File: src/rtl/i2s_clkgen_pkg.sv
// Package: shared ratio-table helpers for the I2S master clock generator.
// Assumes a 4-bit code; codes above the last table entry are invalid.
package i2s_clkgen_pkg;

    localparam int CODE_W    = 4;
    localparam int RATIO_W   = 8;
    localparam int POW2_LAST = 7;   // last power-of-two code
    localparam int CODE_LAST = 12;  // last valid code

    // True when the code selects a table entry.
    function automatic logic code_valid(input logic [CODE_W-1:0] code);
        return (int'(code) <= CODE_LAST);
    endfunction

    // Ratio for a code; powers of two first, then six times a power of two.
    function automatic logic [RATIO_W-1:0] code_ratio(input logic [CODE_W-1:0] code);
        logic [RATIO_W-1:0] r;
        if (int'(code) <= POW2_LAST)
            r = RATIO_W'(1) << code;
        else if (int'(code) <= CODE_LAST)
            r = RATIO_W'(6) << (code - CODE_W'(POW2_LAST + 1));
        else
            r = '0;
        return r;
    endfunction

endpackage

File: src/rtl/i2s_ratio_decode.sv
// Module: maps the active division code onto its ratio and a validity flag.
// Assumes the code is stable while the divider runs (held by the top).
module i2s_ratio_decode
    import i2s_clkgen_pkg::*;
(
    input  logic [CODE_W-1:0]  code_i,
    output logic [RATIO_W-1:0] ratio_o,
    output logic               valid_o
);

    // Table lookup through the package helpers.
    always_comb begin
        ratio_o = code_ratio(code_i);
        valid_o = code_valid(code_i);
    end

endmodule

File: src/rtl/i2s_tick_div.sv
// Module: counts selected master-clock ticks and emits one edge pulse per
// ratio ticks. Assumes ratio_i is non-zero whenever run_i is high.
module i2s_tick_div #(
    parameter int RATIO_W = 8
) (
    input  logic               clk,
    input  logic               rst_n,
    input  logic               run_i,
    input  logic               tick_i,
    input  logic [RATIO_W-1:0] ratio_i,
    output logic               edge_o
);

    logic [RATIO_W-1:0] tcnt_q;

    // Edge when the last tick of a half period arrives.
    always_comb begin
        edge_o = run_i && tick_i && (tcnt_q == ratio_i - 1'b1);
    end

    // Tick counter, cleared while stopped.
    always_ff @(posedge clk) begin
        if (!rst_n)
            tcnt_q <= '0;
        else if (!run_i)
            tcnt_q <= '0;
        else if (tick_i)
            tcnt_q <= edge_o ? '0 : tcnt_q + 1'b1;
    end

    // Counter stays inside the half period of the active ratio.
    assert_cnt_in_range_R1: assert property (@(posedge clk) disable iff (!rst_n)
        run_i |-> (tcnt_q < ratio_i));

endmodule

File: src/rtl/i2s_frame_seq.sv
// Module: half-bit position counter across one frame plus slot/frame strobes.
// Assumes a frame of 2^HALF_W half bits split into two equal slots.
module i2s_frame_seq #(
    parameter int HALF_W = 7
) (
    input  logic              clk,
    input  logic              rst_n,
    input  logic              run_d_i,
    input  logic              start_i,
    input  logic              edge_i,
    output logic [HALF_W-1:0] hcnt_o,
    output logic              wrap_o,
    output logic              slot_stb_o,
    output logic              slot_right_o,
    output logic              frame_stb_o
);

    logic [HALF_W-1:0] hcnt_q;
    logic [HALF_W-1:0] hcnt_inc;
    logic              stb_d;
    logic              side_d;

    // Next position, end-of-frame detect and strobe decision.
    always_comb begin
        hcnt_inc = hcnt_q + 1'b1;
        wrap_o   = edge_i && (hcnt_q == '1);
        stb_d    = run_d_i && (start_i || (edge_i && (hcnt_inc[HALF_W-2:0] == '0)));
        side_d   = start_i ? 1'b0 : hcnt_inc[HALF_W-1];
        hcnt_o   = hcnt_q;
    end

    // Position register: cleared when not running next cycle.
    always_ff @(posedge clk) begin
        if (!rst_n)
            hcnt_q <= '0;
        else if (!run_d_i)
            hcnt_q <= '0;
        else if (edge_i)
            hcnt_q <= hcnt_inc;
    end

    // Registered strobes and slot tag.
    always_ff @(posedge clk) begin
        if (!rst_n) begin
            slot_stb_o   <= 1'b0;
            slot_right_o <= 1'b0;
            frame_stb_o  <= 1'b0;
        end else begin
            slot_stb_o  <= stb_d;
            frame_stb_o <= stb_d && !side_d;
            if (stb_d)
                slot_right_o <= side_d;
        end
    end

    assert_stb_single_R10: assert property (@(posedge clk) disable iff (!rst_n)
        slot_stb_o |=> !slot_stb_o);

    assert_frame_is_left_R10: assert property (@(posedge clk) disable iff (!rst_n)
        frame_stb_o |-> (slot_stb_o && !slot_right_o));

    assert_stb_on_slot_R3: assert property (@(posedge clk) disable iff (!rst_n)
        slot_stb_o |-> (hcnt_q[HALF_W-2:0] == '0));

endmodule

File: src/rtl/i2s_clkgen.sv
// Module: I2S master clock generator top. Holds the active configuration,
// decides run/stop at frame boundaries and shapes the output clocks.
// Assumes SLOT_BITS is a power of two and the ticks are synchronous to clk.
module i2s_clkgen #(
    parameter int SLOT_BITS = 32
) (
    input  logic       clk,
    input  logic       rst_n,
    input  logic       mclk_a_tick,
    input  logic       mclk_b_tick,
    input  logic       src_sel_i,
    input  logic [3:0] div_code_i,
    input  logic       bclk_pol_i,
    input  logic       lrclk_pol_i,
    input  logic       master_i,
    input  logic       tx_en_i,
    input  logic       rx_en_i,
    input  logic       cont_i,
    output logic       bclk_o,
    output logic       lrclk_o,
    output logic       clk_oe_o,
    output logic       slot_stb_o,
    output logic       slot_right_o,
    output logic       frame_stb_o,
    output logic       cfg_err_o
);
    import i2s_clkgen_pkg::*;

    localparam int HALF_W = $clog2(4 * SLOT_BITS);

    logic [CODE_W-1:0]  act_code_q;
    logic               act_sel_q;
    logic               act_bpol_q;
    logic               act_lpol_q;
    logic               err_q;
    logic               run_q;
    logic               oe_q;
    logic [RATIO_W-1:0] ratio;
    logic               ratio_ok;
    logic               tick_sel;
    logic               bit_edge;
    logic               wrap;
    logic               adopt;
    logic               want;
    logic               run_d;
    logic               start;
    logic [HALF_W-1:0]  hcnt;

    i2s_ratio_decode u_dec (
        .code_i  (act_code_q),
        .ratio_o (ratio),
        .valid_o (ratio_ok)
    );

    i2s_tick_div #(.RATIO_W(RATIO_W)) u_div (
        .clk     (clk),
        .rst_n   (rst_n),
        .run_i   (run_q),
        .tick_i  (tick_sel),
        .ratio_i (ratio),
        .edge_o  (bit_edge)
    );

    i2s_frame_seq #(.HALF_W(HALF_W)) u_seq (
        .clk          (clk),
        .rst_n        (rst_n),
        .run_d_i      (run_d),
        .start_i      (start),
        .edge_i       (bit_edge),
        .hcnt_o       (hcnt),
        .wrap_o       (wrap),
        .slot_stb_o   (slot_stb_o),
        .slot_right_o (slot_right_o),
        .frame_stb_o  (frame_stb_o)
    );

    // Run decision: adopt when stopped or at a frame wrap; master drop halts.
    always_comb begin
        tick_sel = act_sel_q ? mclk_b_tick : mclk_a_tick;
        adopt    = !run_q || wrap;
        want     = master_i && code_valid(div_code_i) && (tx_en_i || rx_en_i || cont_i);
        if (!master_i)
            run_d = 1'b0;
        else if (adopt)
            run_d = want;
        else
            run_d = run_q;
        start = !run_q && run_d;
    end

    // Active configuration, error flag, run state and output enable.
    always_ff @(posedge clk) begin
        if (!rst_n) begin
            act_code_q <= '0;
            act_sel_q  <= 1'b0;
            act_bpol_q <= 1'b0;
            act_lpol_q <= 1'b0;
            err_q      <= 1'b0;
            run_q      <= 1'b0;
            oe_q       <= 1'b0;
        end else begin
            oe_q  <= master_i;
            run_q <= run_d;
            if (adopt) begin
                act_code_q <= div_code_i;
                act_sel_q  <= src_sel_i;
                act_bpol_q <= bclk_pol_i;
                act_lpol_q <= lrclk_pol_i;
                err_q      <= !code_valid(div_code_i);
            end
        end
    end

    // Output clocks: polarity applied, forced low when not master.
    always_comb begin
        bclk_o    = oe_q && (hcnt[0] ^ act_bpol_q);
        lrclk_o   = oe_q && (hcnt[HALF_W-1] ^ act_lpol_q);
        clk_oe_o  = oe_q;
        cfg_err_o = err_q;
    end

    assert_cfg_hold_R9: assert property (@(posedge clk) disable iff (!rst_n)
        (run_q && !wrap) |=> ($stable(act_code_q) && $stable(act_sel_q)
                              && $stable(act_bpol_q) && $stable(act_lpol_q)));

    assert_bad_code_idle_R2: assert property (@(posedge clk) disable iff (!rst_n)
        cfg_err_o |-> !run_q);

    assert_release_R8: assert property (@(posedge clk) disable iff (!rst_n)
        !master_i |=> (!clk_oe_o && !bclk_o && !lrclk_o && hcnt == '0));

    assert_running_valid_R1: assert property (@(posedge clk) disable iff (!rst_n)
        run_q |-> ratio_ok);

endmodule

File: config.mk
export PLATFORM = sky130hd
export DESIGN_NAME = i2s_clkgen
export DESIGN_NICKNAME = d
export VERILOG_FILES = /design/src/rtl/i2s_clkgen_pkg.sv /design/src/rtl/i2s_ratio_decode.sv /design/src/rtl/i2s_tick_div.sv /design/src/rtl/i2s_frame_seq.sv /design/src/rtl/i2s_clkgen.sv
export SDC_FILE = /design/constraint.sdc
export NUM_CORES = 1
export LEC_CHECK = 0
export BUFFER_PORTS_ARGS = -buffer_cell sky130_fd_sc_hd__buf_2
export CAP_MARGIN = 0
export CORE_UTILIZATION = 58
export DETAILED_ROUTE_END_ITERATION = 7
export PLACE_DENSITY = 0.79
export SLEW_MARGIN = 20
export SYNTH_ARGS = -nofsm -noshare
export SYNTH_HDL_FRONTEND = slang
export SYNTH_SLANG_ARGS = --single-unit
File: constraint.sdc
create_clock -name clk -period 4.2 [get_ports clk]
set_input_delay 0.42 -clock clk [delete_from_list [all_inputs] [get_ports clk]]
set_output_delay 0.42 -clock clk [all_outputs]
set_load 0.01 [all_outputs]
## After elaboration in Yosys (flattened, before gate mapping)

Index checks and enable logic that the tools add are counted.

| storage, ports and cells | value |
|---|---|
| RAM bits | 0 |
| memories | 0 |
| bits in latches | 0 |
| input port bits | 15 |
| register bits after elaboration | 28 |
| ROM bits | 0 |

| cells by class | value |
|---|---|
| divide/modulo/power cells | 0 |
| magnitude comparators | 3 |
| multipliers | 0 |
| shifts and indexed selects | 2 |
| reduce and logical (&&, ||, !) cells | 21 |
| add/subtract/negate cells | 4 |
| multiplexer cells | 7 |
| bitwise logic cells | 2 |
| equal/unequal tests | 2 |

Operators with widths:

| cell | number |
|---|---|
| 2-to-1 mux 8 bit | 3 |
| logical AND 1 bit | 11 |
| adder 8 x 1 -> 8 bit, second input constant | 1 |
| equality test 8 bit | 1 |
| <= comparator 4 bit, second input constant | 2 |
| left shift 1 x 4 -> 8 bit, first input constant | 1 |
| left shift 3 x 4 -> 8 bit, first input constant | 1 |
| subtractor 8 x 1 -> 8 bit, second input constant | 1 |
| adder 7 x 1 -> 7 bit, second input constant | 1 |
| equality test 7 bit, second input constant | 1 |
| logical NOT 6 bit | 1 |
| <= comparator 4 x 3 -> 1 bit, second input constant | 1 |
| logical OR 1 bit | 4 |
| 2-to-1 mux 1 bit | 4 |
| AND reduction 2 bit | 2 |
| subtractor 4 bit, second input constant | 1 |
| logical NOT 1 bit | 3 |
| XOR 1 bit | 2 |

## Longest topological paths before layout

Gate-level depths: netlist of run 1.

| depth | value |
|---|---|
| depth after elaboration | 15 |
| depth in mapped cells | 15 |
| depth with buffers taken out | 12 |

## Modules after synthesis

Synthesis of run 1 repeated with hierarchy kept, for this count alone.

| unflattened totals | value |
|---|---|
| cells, all modules | 209 |
| area total of the unflattened synthesis | 1823.0 µm² |

By module, submodules not included:

| module | times used | cells an instance | area each (µm²) |
|---|---|---|---|
| i2s_tick_div | 1 | 74 | 624.3 |
| i2s_frame_seq | 1 | 59 | 531.8 |
| i2s_clkgen | 1 | 48 | 456.7 |
| i2s_ratio_decode | 1 | 28 | 210.2 |

## Worst setup path before layout of run 1

No wires, ideal clock.

| path | value |
|---|---|
| path kind | reg-to-reg |
| start | register act_code_q[1] |
| end | register u_seq.hcnt_q[3], in the netlist u_seq.hcnt_o[3] |
| setup slack | 0.864 ns |
| data arrival time | 3.265 ns |
| setup time | 0.072 ns |
| stages on the path, launching flop included | 14 |
| clock period less this slack | 3.336 ns |
| required time | 4.128 ns |
| buffers on the path | 2 |
| path through | dfxtp_1 > inv_1 > ha_1 > buf_2 > and2_1 > o21ai_0 > ha_1 > xor2_1 > o2111ai_1 > or4bb_1 > or4_4 > buf_6 > or3b_1 > a21oi_1 |

| between the ends | value |
|---|---|
| cells in the longest elaborated chain, start to end | 12 |
| elaborated cells on any way between the ends | 15 |
| classes of those cells | add/sub (2); order compare (2); eq/ne (1); shift (2); mux (4); reduce/logical (4) |

RTL lines:

| element | line | source |
|---|---|---|
| start, declared | i2s_clkgen.sv:31 | `logic [CODE_W-1:0] act_code_q;` |
| start signal, assigned | i2s_clkgen.sv:105 | `act_code_q <= div_code_i;` |
| subtractor 4 bit | i2s_clkgen_pkg.sv:21 | `r = RATIO_W'(6) << (code - CODE_W'(POW2_LAST + 1));` |
| left shift 3 x 4 -> 8 bit | i2s_clkgen_pkg.sv:21 |  |
| 2-to-1 mux 8 bit | i2s_clkgen_pkg.sv:20 | `else if (int'(code) <= CODE_LAST)` |
| 2-to-1 mux 8 bit (*) | i2s_clkgen_pkg.sv:18 | `if (int'(code) <= POW2_LAST)` |
| subtractor 8 x 1 -> 8 bit (*) | i2s_tick_div.sv:18 | `edge_o = run_i && tick_i && (tcnt_q == ratio_i - 1'b1);` |
| equality test 8 bit (*) | i2s_tick_div.sv:18 |  |
| logical AND 1 bit (*) | i2s_tick_div.sv:18 |  |
| logical AND 1 bit | i2s_frame_seq.sv:26 | `wrap_o = edge_i && (hcnt_q == '1);` |
| logical OR 1 bit | i2s_clkgen.sv:80 | `adopt = !run_q \|\| wrap;` |
| 2-to-1 mux 1 bit | i2s_clkgen.sv:84 | `else if (adopt)` |
| 2-to-1 mux 1 bit | i2s_clkgen.sv:82 | `if (!master_i)` |
| AND reduction 2 bit (no line) | -- |  |
| end signal, assigned | i2s_frame_seq.sv:39 | `hcnt_q <= hcnt_inc;` |
| end, declared | i2s_frame_seq.sv:18 | `logic [HALF_W-1:0] hcnt_q;` |

Every way passes the cells marked *; elsewhere a longest branch is shown, timed or not.
A chain may end at the register's enable or synchronous reset.

## Worst setup path after layout of run 1

| path | value |
|---|---|
| start | register act_code_q[1] |
| end | register act_lpol_q |

| between the ends | value |
|---|---|
| cells in the longest elaborated chain, start to end | 9 |
| elaborated cells on any way between the ends | 12 |
| classes of those cells | add/sub (2); order compare (2); eq/ne (1); shift (2); mux (2); reduce/logical (3) |

RTL lines:

| element | line | source |
|---|---|---|
| subtractor 4 bit | i2s_clkgen_pkg.sv:21 |  |
| left shift 3 x 4 -> 8 bit | i2s_clkgen_pkg.sv:21 |  |
| 2-to-1 mux 8 bit | i2s_clkgen_pkg.sv:20 |  |
| 2-to-1 mux 8 bit (*) | i2s_clkgen_pkg.sv:18 |  |
| subtractor 8 x 1 -> 8 bit (*) | i2s_tick_div.sv:18 |  |
| equality test 8 bit (*) | i2s_tick_div.sv:18 |  |
| logical AND 1 bit (*) | i2s_tick_div.sv:18 |  |
| logical AND 1 bit (*) | i2s_frame_seq.sv:26 |  |
| logical OR 1 bit (*) | i2s_clkgen.sv:80 |  |
| end signal, assigned | i2s_clkgen.sv:108 | `act_lpol_q <= lrclk_pol_i;` |
| end, declared | i2s_clkgen.sv:34 | `logic act_lpol_q;` |

Marks and branches as above.

==> results of run 1 <==
worst register-to-register path: cells and delay by family (launching register included):
| family | cells | cell delay (ps) |
|---|---|---|
| adder cells (fa/ha/maj) | 2 | 690 |
| flip-flops | 1 | 430 |
| AO/OA/AOI/OAI | 2 | 490 |
| XOR/XNOR | 1 | 130 |
| AND/OR/NAND/NOR | 4 | 1570 |
| multiplexers | 1 | 180 |
| buffers and inverters | 1 | 130 |
sequential cells by signal, summed over array words and instances (netlist names):
| signal | cells |
|---|---|
| u_seq.slot_right_o | 1 |
| u_seq.hcnt_o | 7 |
| run_q | 1 |
| clk_oe_o | 1 |
| u_seq.frame_stb_o | 1 |
| act_lpol_q | 1 |
| cfg_err_o | 1 |
| act_code_q | 4 |
| act_sel_q | 1 |
| act_bpol_q | 1 |
| u_div.tcnt_q | 8 |
| u_seq.slot_stb_o | 1 |
cells in the final DEF (no fill, tap or decap), drive strengths merged, types with 3 or more instances in the layout:
cell,instances
o211ai,3
and3,4
ha,8
inv,9
a21oi,15
nor2b,4
o2111ai,3
and2,6
nand3,5
nor3,6
or3,6
xor2,9
a31oi,4
nand3b,4
buf,23
nand4,5
and2b,3
nand2b,8
mux2i,12
xnor2,8
nor2,15
dfxtp,28
o21a,3
clkbuf,3
nand2,27
o21ai,11
layer usage:
metal / vias up / global-route usage, %
li1: 878 / -
met1: 785 / 34.35
met2: 30 / 34.13
met3: 2 / 4.329
met4: 0 / 5.648
met5: - / 0
final cells by class:
| type | instances | share of cell area [%] |
|---|---|---|
| Clock inverter | 1 | 1.427 |
| Sequential cell | 28 | 26.63 |
| Tap cell | 44 | 2.616 |
| Inverter | 9 | 1.605 |
| Clock buffer | 3 | 1.070 |
| Multi-Input combinational cell | 191 | 60.94 |
| Timing Repair Buffer | 23 | 5.707 |
power groups by stage:
stage                     registers (µW)  logic, µW  clock network, µW
final                                282        112                176
after global routing                 283        124                190
after global placement               287        110                  0
after CTS                            282        111                180
after detailed placement             287        111                  0
after floorplan                      285       86.4                  0
cells by family (layout without fill, tap and decap cells):
kind of cell | Yosys count | after routing | share of synthesized area [%]
AO/OA/AOI/OAI | 49 | 49 | 16.61
adder cells (fa/ha/maj) | 8 | 8 | 5.132
multiplexers | 13 | 13 | 6.735
AND/OR/NAND/NOR | 104 | 104 | 29.63
flip-flops | 28 | 28 | 28.74
buffers and inverters | 23 | 36 | 5.516
XOR/XNOR | 17 | 17 | 7.633
through the flow:
step	hold slack (ps)	cell area (µm²)	util (%)	total power [µW]
2_1_floorplan	443.1	1951	-	371.8
3_5_place_dp	463.3	2052	65.60	398.1
4_1_cts	296.2	2105	67.28	573.3
3_3_place_gp	446.4	2052	65.60	396.6
5_1_grt	296.4	2105	67.28	597.6
6_report	302.1	2105	67.28	570.0
worst paths after layout:
| path | end | depth (start not counted) |
|---|---|---|
| max | act_lpol_q | 11 |
| min | act_bpol_q | 3 |
| max reg2reg | act_lpol_q | 11 |
| min reg2reg | cfg_err_o | 2 |
==> impl_metrics.py, run 1 <==
metrics = {
    "logic_synthesis": {
        "syn_area_per_cell_um2": 8.060,
        "synth_fp_nets": 265,
        "yosysTopAreaCell": "dfxtp_1",
        "synth_area_leaders": "dfxtp_1 (29%), mux2i_1 (6.2%), nand2_1 (5.2%), ha_1 (5.1%), xor2_1 (4.0%)",
        "netlist_instances": 242,
        "ys_ff_latch": 28,
        "synth_cell_types": 50,
        "syn_area_um2": 1951,
        "yosysMostFrequentCell": "dfxtp_1",
        "synthFlopType": "dfxtp_1",
        "ys_warn_count": 0,
        "synth_top_area_share_pct": 28.74,
        "synthArstFlopShare_pct": 0,
        "synth-edff-count": 0,
        "yosysSeqAreaShare_pct": 28.74,
        "synth.top_cells.by_count": "dfxtp_1 (28), nand2_1 (27), nor2_1 (15), a21oi_1 (14), mux2i_1 (12)",
    },
    "grt": {
        "overflow": 0,
        "grt_pass1_vias": 1434,
        "antenna_found_initial": 0,
        "grt_max_degree": 22,
        "grt_pass1_wl_um": 6354,
        "grtUsageTotal_pct": 23.12,
    },
    "placement": {
        "pre_cts_ws_ps": 518.9,
        "gp_congestion": 0.8635,
        "port_buffers": 21,
        "hpwl_um": 2797,
        "placedCellCount": 295,
    },
    "drt": {
        "dr.max_layer_used": "met4",
        "drt-initial-drc-count": 119,
        "wl_met3_um": 129,
        "vias": 1695,
        "detail-route-antenna-nets": 0,
        "drc": 0,
        "avgViaCountPerCell": 5.669,
        "route.met2.wl_um": 1624,
        "wl_per_cell_um": 12.74,
        "wl_um": 3808,
        "drt-pass1-iter-count": 4,
        "drt-met1-wl_um": 2035,
    },
    "power": {
        "p_sw_share_pct": 26.23,
        "p_comb_share_pct": 19.7,
        "p_per_area_nw_per_um2": 270.8,
        "p_clk_share_pct": 30.9,
        "p_seq_share_pct": 49.4,
        "netSwitchingPower_uw": 149.5,
        "peakVddDrop_mv": 0.2167,
        "p_leak_uw": 0.0007949,
        "p_int_uw": 420.5,
    },
    "critical_path": {
        "cp.required_ps": 4430,
        "reg2reg_from": "act_code_q[1]",
        "path_class": "reg -> reg",
        "cp_cell_sequence": "inv_1 > ha_1 > nand2b_1 > nand2b_1 > ha_1 > xor2_1 > o2111ai_1 > or4bb_1 > or4_4 > o21a_1 > mux2i_1",
        "slowest_stage": "or4_4",
        "timing.reg2reg.setup_slack_ps": 500,
        "cp_num_buf_inv": 1,
        "worst_ep_arrival_time_ps": 3930,
        "cpPeakStageDelay_ps": 650,
        "endpoint_kind": "register",
        "crit_family": "simple AND/OR/NAND/NOR gates",
        "crit_path_start_kind": "register",
        "path_max_fanout": 20,
        "cp-startpoint": "act_code_q[1]",
    },
    "layout": {
        "antenna_cells": 0,
        "multi_input_area_um2": 1282,
        "area_growth_pct": 7.890,
        "finalNonFillerCells": 299,
        "nNetsFinal": 279,
        "seqCellArea_um2": 560.5,
        "drive_above_1_share_pct": 12.94,
        "nFillCells": 286,
    },
    "hold_path": {
        "hp-class": "in -> reg",
        "hold_start": "bclk_pol_i",
    },
    "die": {
        "start_util_pct": 62.36,
        "io_pins": 22,
        "row_count": 20,
        "die_x_um": 59.99,
        "dieArea_um2": 3599,
        "coreArea_um2": 3128,
        "die_h_um": 59.99,
    },
    "timing": {
        "fin_ws_ps": 498.8,
        "tns_ps": 0,
        "rsz0062_at_grt": "false",
        "fmax_mhz": 270.2,
        "drv_slew": 0,
        "maxSlewHeadroom_pct": 60.07,
        "finalSetupViolCount": 0,
        "hold_viol": 0,
        "worst_pin_slew_ps": 594.9,
        "min_period_ps": 3701,
        "fin_crit_sh_pct": 88.12,
        "finalClockSkew_ps": 25.31,
    },
    "cts": {
        "post_cts_resized": 0,
        "h-tree-depth": 1,
        "cts_made_buffers": 3,
        "cts_setup_buffers": 0,
        "cts_tree": "built",
        "cts_hold_buffers": 0,
        "clkTransAtPathRegs_ps": 170,
        "clock_tree.buffer_depth": 2,
        "cts_num_sinks": 28,
        "clk_root_buffer_cell": "clkbuf_4",
        "insertion_delay_ps": 330,
    },
    "job": {
        "max_cap_violations": 0,
    },
    "run_status": {
        "status": "finished clean",
    },
}
Note: power is estimated with default switching activity, not from simulation.
==> run 2, diff against run 1 <==
Settings changed: CORE_UTILIZATION 58 to 63, PLACE_DENSITY 0.79 to 0.85.
Clock period 4.2 ns to 4.4 ns, I/O delays scaled along.
==> run 2 against run 1 <==
  * Fmax shrank 1.5%
  * Largest power group unchanged
  * Critical path type unchanged
  * Sequential cell count is the same
  * Non-clock buffer count shrank 1
  * Wire length grew 1.5%
  * Largest cell class unchanged
  * Final area shrank 1.1%
==> impl_metrics.py, run 2 (synthesis gave the netlist of run 1 again) <==
metrics = {
    "timing": {
        "whs_ps": 323.5,
        "finalSetupViolCount": 0,
        "drv_slew": 0,
        "finalClockSkew_ps": 8.743,
        "tns_ps": 0,
        "worst_pin_slew_ps": 619.0,
        "maxSlewHeadroom_pct": 58.46,
        "min_period_ps": 3757,
        "fin_ws_ps": 642.5,
        "fmax_mhz": 266.1,
        "hold_viol": 0,
        "rsz0062_at_grt": "false",
        "fin_crit_sh_pct": 85.40,
    },
    "critical_path": {
        "cp.required_ps": 4630,
        "cp_cell_sequence": "inv_1 > ha_1 > nand2b_1 > nand2b_1 > ha_1 > xor2_1 > o2111ai_1 > or4bb_1 > or4_4 > o21a_1 > mux2i_1",
        "reg2reg_to": "act_sel_q",
        "worst_ep_arrival_time_ps": 3980,
        "crit_family": "simple AND/OR/NAND/NOR gates",
        "worst-path-stages": 11,
        "worstRegToRegCells": 11,
        "slowest_stage": "or4_4",
        "timing.reg2reg.setup_slack_ps": 640,
        "path_max_fanout": 20,
        "reg2reg_from": "act_code_q[1]",
        "cp_num_buf_inv": 1,
        "cp-startpoint": "act_code_q[1]",
        "crit_path_start_kind": "register",
        "endpoint_kind": "register",
        "path_class": "reg -> reg",
        "cpPeakStageDelay_ps": 650,
    },
    "power": {
        "peakVddDrop_mv": 0.2319,
        "p_per_area_nw_per_um2": 259.9,
        "p_leak_uw": 0.0007897,
    },
    "grt": {
        "grtUsageTotal_pct": 25.15,
        "grt_pass1_vias": 1540,
        "grt_max_degree": 22,
        "antenna_found_initial": 0,
        "overflow": 0,
        "grt_pass1_wl_um": 6561,
    },
    "die": {
        "die_x_um": 57.65,
        "dieArea_um2": 3323,
        "row_count": 19,
        "io_pins": 22,
        "die_h_um": 57.65,
        "coreArea_um2": 2853,
        "start_util_pct": 68.38,
    },
    "drt": {
        "dr.max_layer_used": "met4",
        "drt-pass1-iter-count": 4,
        "detail-route-antenna-nets": 0,
        "wl_met3_um": 193,
        "route.met2.wl_um": 1830,
        "drc": 0,
        "wl_per_cell_um": 13.56,
        "drt-initial-drc-count": 107,
        "vias": 1726,
        "wl_um": 3864,
        "avgViaCountPerCell": 6.056,
        "drt-met1-wl_um": 1797,
    },
    "cts": {
        "clock_tree.buffer_depth": 2,
        "clkTransAtPathRegs_ps": 150,
        "cts_setup_buffers": 0,
        "h-tree-depth": 1,
        "cts_hold_buffers": 0,
        "clk_root_buffer_cell": "clkbuf_4",
        "cts_num_sinks": 28,
        "cts_made_buffers": 3,
        "post_cts_resized": 0,
        "cts_tree": "built",
        "insertion_delay_ps": 330,
    },
    "hold_path": {
        "whs_path_depth": 3,
        "hp-class": "in -> reg",
        "min_to": "act_bpol_q",
        "hold_start": "bclk_pol_i",
    },
    "job": {
        "max_cap_violations": 0,
    },
    "layout": {
        "nFillCells": 227,
        "finalNonFillerCells": 285,
        "final_common_cell": "dfxtp_1",
        "largest_register": "u_div.tcnt_q",
        "area_growth_pct": 6.671,
        "antenna_cells": 0,
        "drive_above_1_share_pct": 12.60,
        "largest_reg_flops": 8,
        "most-common-layout-cells": "dfxtp_1 (28), nand2_1 (27), buf_2 (21)",
        "nNetsFinal": 278,
    },
    "placement": {
        "port_buffers": 21,
        "pre_cts_ws_ps": 721.5,
        "placedCellCount": 281,
        "hpwl_um": 2819,
        "gp_congestion": 0.8790,
    },
    "run_status": {
        "status": "finished clean",
    },
}
## run 2: cell types whose count changed in the layout (fill, tap and decap cells not counted)
cell,delta
buf_4,-1
## run 2: routing by layer
layer	track usage [%]	vias to the layer above
met1	33.61	787
met5	0	-
met4	8.711	0
li1	-	884
met3	3.571	4
met2	41.69	51
## run 2: worst min-delay path, stage by stage
cell and delay [ps]:
buf_2 100, nand2_1 40, mux2i_1 50
## run 2: power breakdown
group	total, µW	internal (µW)	switching (µW)
Combinational	102	47.3	54.5
Clock	166	92.3	74.2
Sequential	273	261	11.5
Total	541	401	140
## run 2: worst max-delay path by stage
| stage | endpoint |
|---|---|
| 2_1_floorplan | u_seq.hcnt_o[3] |
| 3_3_place_gp | cfg_err_o |
| 3_5_place_dp | act_sel_q |
| 4_1_cts | act_sel_q |
| 5_1_grt | act_sel_q |
| 6_report | act_sel_q |
## run 2: stage by stage
step	util, %	area, µm²	total power, µW
CTS	72.94	2081	542.9
global placement	71.10	2028	375.9
floorplan	-	1951	354.9
detailed placement	71.10	2028	378.1
finish	72.94	2081	540.8
global route	72.94	2081	566.7
## run 2: layout make-up
| cell class | instances | area [µm²] | share of cell area [%] |
|---|---|---|---|
| timing repair buffer | 22 | 112.6 | 5.412 |
| multi-input combinational | 191 | 1282 | 61.64 |
| tap | 31 | 38.79 | 1.864 |
| sequential | 28 | 560.5 | 26.94 |
| clock inverter | 1 | 30.03 | 1.443 |
| clock buffer | 3 | 22.52 | 1.082 |
| inverter | 9 | 33.78 | 1.624 |
==> run 3, diff against run 2 <==
Settings changed: BUFFER_PORTS_ARGS -buffer_cell sky130_fd_sc_hd__buf_2 to default, CTS_BUF_LIST from default to sky130_fd_sc_hd__clkbuf_2 sky130_fd_sc_hd__clkbuf_4 sky130_fd_sc_hd__clkbuf_8, DONT_BUFFER_PORTS from default to 1, HOLD_SLACK_MARGIN from default to 0.12, PLACE_DENSITY 0.85 to 0.79.
==> run 3 against run 2 <==
  * Fmax is 0.53% lower
  * Hold slack worse by 90 ps
  * Non-clock buffer count is 22 lower
  * Register-to-register slack worse by 20 ps
  * Setup slack worse by 20 ps
  * First-iteration DRC count is 3.7% lower
  * Critical path type unchanged
==> impl_metrics.py, run 3 (synthesis gave the netlist of run 1 again) <==
metrics = {
    "timing": {
        "whs_ps": 233.8,
        "fmax_mhz": 264.7,
        "min_period_ps": 3778,
        "finalSetupViolCount": 0,
        "drv_slew": 0,
        "maxSlewHeadroom_pct": 55.52,
        "rsz0062_at_grt": "false",
        "worst_pin_slew_ps": 666.2,
        "finalClockSkew_ps": 13.65,
        "tns_ps": 0,
        "hold_viol": 0,
        "fin_crit_sh_pct": 85.86,
    },
    "cts": {
        "clkTransAtPathRegs_ps": 140,
        "cts_tree": "built",
        "cts_made_buffers": 3,
        "insertion_delay_ps": 340,
        "post_cts_resized": 0,
        "cts_hold_buffers": 0,
        "clock_tree.buffer_depth": 2,
        "cts_num_sinks": 28,
        "h-tree-depth": 1,
        "cts_setup_buffers": 0,
        "clk_root_buffer_cell": "clkbuf_4",
    },
    "hold_path": {
        "hp-class": "in -> reg",
        "min_to": "act_bpol_q",
        "hold_start": "bclk_pol_i",
        "whs_path_depth": 2,
    },
    "critical_path": {
        "crit_path_start_kind": "register",
        "path_class": "reg -> reg",
        "endpoint_kind": "register",
        "path_max_fanout": 20,
        "reg2reg_to": "act_code_q[0]",
        "reg2reg_from": "act_code_q[1]",
        "timing.reg2reg.setup_slack_ps": 620,
        "worst_ep_arrival_time_ps": 3990,
        "cp.required_ps": 4620,
        "worstRegToRegCells": 11,
    },
    "placement": {
        "placedCellCount": 259,
        "port_buffers": 0,
        "gp_congestion": 0.9274,
        "hpwl_um": 2988,
    },
    "layout": {
        "area_growth_pct": 0.06403,
        "antenna_cells": 0,
        "final_util_pct": 68.42,
        "finalNonFillerCells": 263,
        "multi_input_area_um2": 1282,
        "drive_above_1_share_pct": 4.310,
        "final_common_cell": "dfxtp_1",
        "largest_register": "u_div.tcnt_q",
        "seqCellArea_um2": 560.5,
        "nNetsFinal": 256,
        "nFillCells": 236,
        "most-common-layout-cells": "dfxtp_1 (28), nand2_1 (27), nor2_1 (15)",
        "largest_reg_flops": 8,
    },
    "power": {
        "peakVddDrop_mv": 0.1748,
        "p_per_area_nw_per_um2": 251.8,
        "p_leak_uw": 0.0006858,
    },
    "run_status": {
        "status": "finished clean",
    },
    "drt": {
        "wl_um": 4040,
        "drc": 0,
        "detail-route-antenna-nets": 0,
        "drt-pass1-iter-count": 4,
        "drt-initial-drc-count": 103,
        "vias": 1685,
        "avgViaCountPerCell": 6.407,
        "wl_per_cell_um": 15.36,
    },
    "job": {
        "max_cap_violations": 0,
    },
    "grt": {
        "grt_pass1_vias": 1576,
        "antenna_found_initial": 0,
        "grt_max_degree": 25,
        "grt_pass1_wl_um": 6734,
        "overflow": 0,
        "grtUsageTotal_pct": 25.97,
    },
    "die": {
        "coreArea_um2": 2853,
        "dieArea_um2": 3323,
        "row_count": 19,
        "io_pins": 22,
        "die_x_um": 57.65,
        "die_h_um": 57.65,
        "start_util_pct": 68.38,
    },
}
==> run 3: how the worst max path moves through the flow <==
| stage | from | to | cells after the start | slack [ps] |
|---|---|---|---|---|
| final | act_code_q[1] | act_code_q[0] | 11 | 620 |
| after global routing | act_code_q[1] | act_code_q[2] | 12 | 420 |
| after CTS | act_code_q[1] | act_code_q[0] | 11 | 650 |
| after detailed placement | act_code_q[1] | act_sel_q | 11 | 670 |
| after global placement | act_code_q[1] | act_code_q[1] | 11 | 880 |
| after floorplan | act_code_q[1] | u_seq.hcnt_o[3] | 13 | 1060 |
==> run 3: layout make-up <==
type                    count  share of cell area [%]
clock buffers               4                   1.859
inverters                   9                   1.731
flip-flops and latches     28                   28.72
well taps                  31                   1.987
multi-input cells         191                   65.71
==> run 3: per-stage QoR <==
step           total power [µW]  instance area, µm²  worst slack [ps]
6_report                  491.5                1952             622.3
5_1_grt                   513.8                1952             419.8
3_5_place_dp              368.0                1916             667.0
3_3_place_gp              364.6                1916             880.7
2_1_floorplan             354.9                1951              1064
4_1_cts                   492.9                1952             652.2
==> run 3: report_power, final <==
group          internal, µW  leakage (µW)  total, µW  switching (µW)
Sequential              261      0.000228        276            14.4
Combinational          41.0      0.000436       88.6            47.6
Clock                  50.8     0.0000210        127            76.6
==> run 3: worst max-delay path, stage by stage (launching register included) <==
cell and delay, ps:
dfxtp_1 430, inv_1 130, ha_1 390, nand2b_1 210, nand2b_1 200, ha_1 310, xor2_1 140, o2111ai_1 120
or4bb_1 540, or4_4 650, o21a_1 370, mux2i_1 180
==> run 3: routing by layer <==
layer / part of all wire (%) / wire (µm) / GRT usage (%)
met3: 3.3 / 134 / 3.125
met5: 0 / 0 / 0
met2: 50 / 2014 / 45.18
met1: 45 / 1825 / 32.11
met4: 1.6 / 65 / 11.85
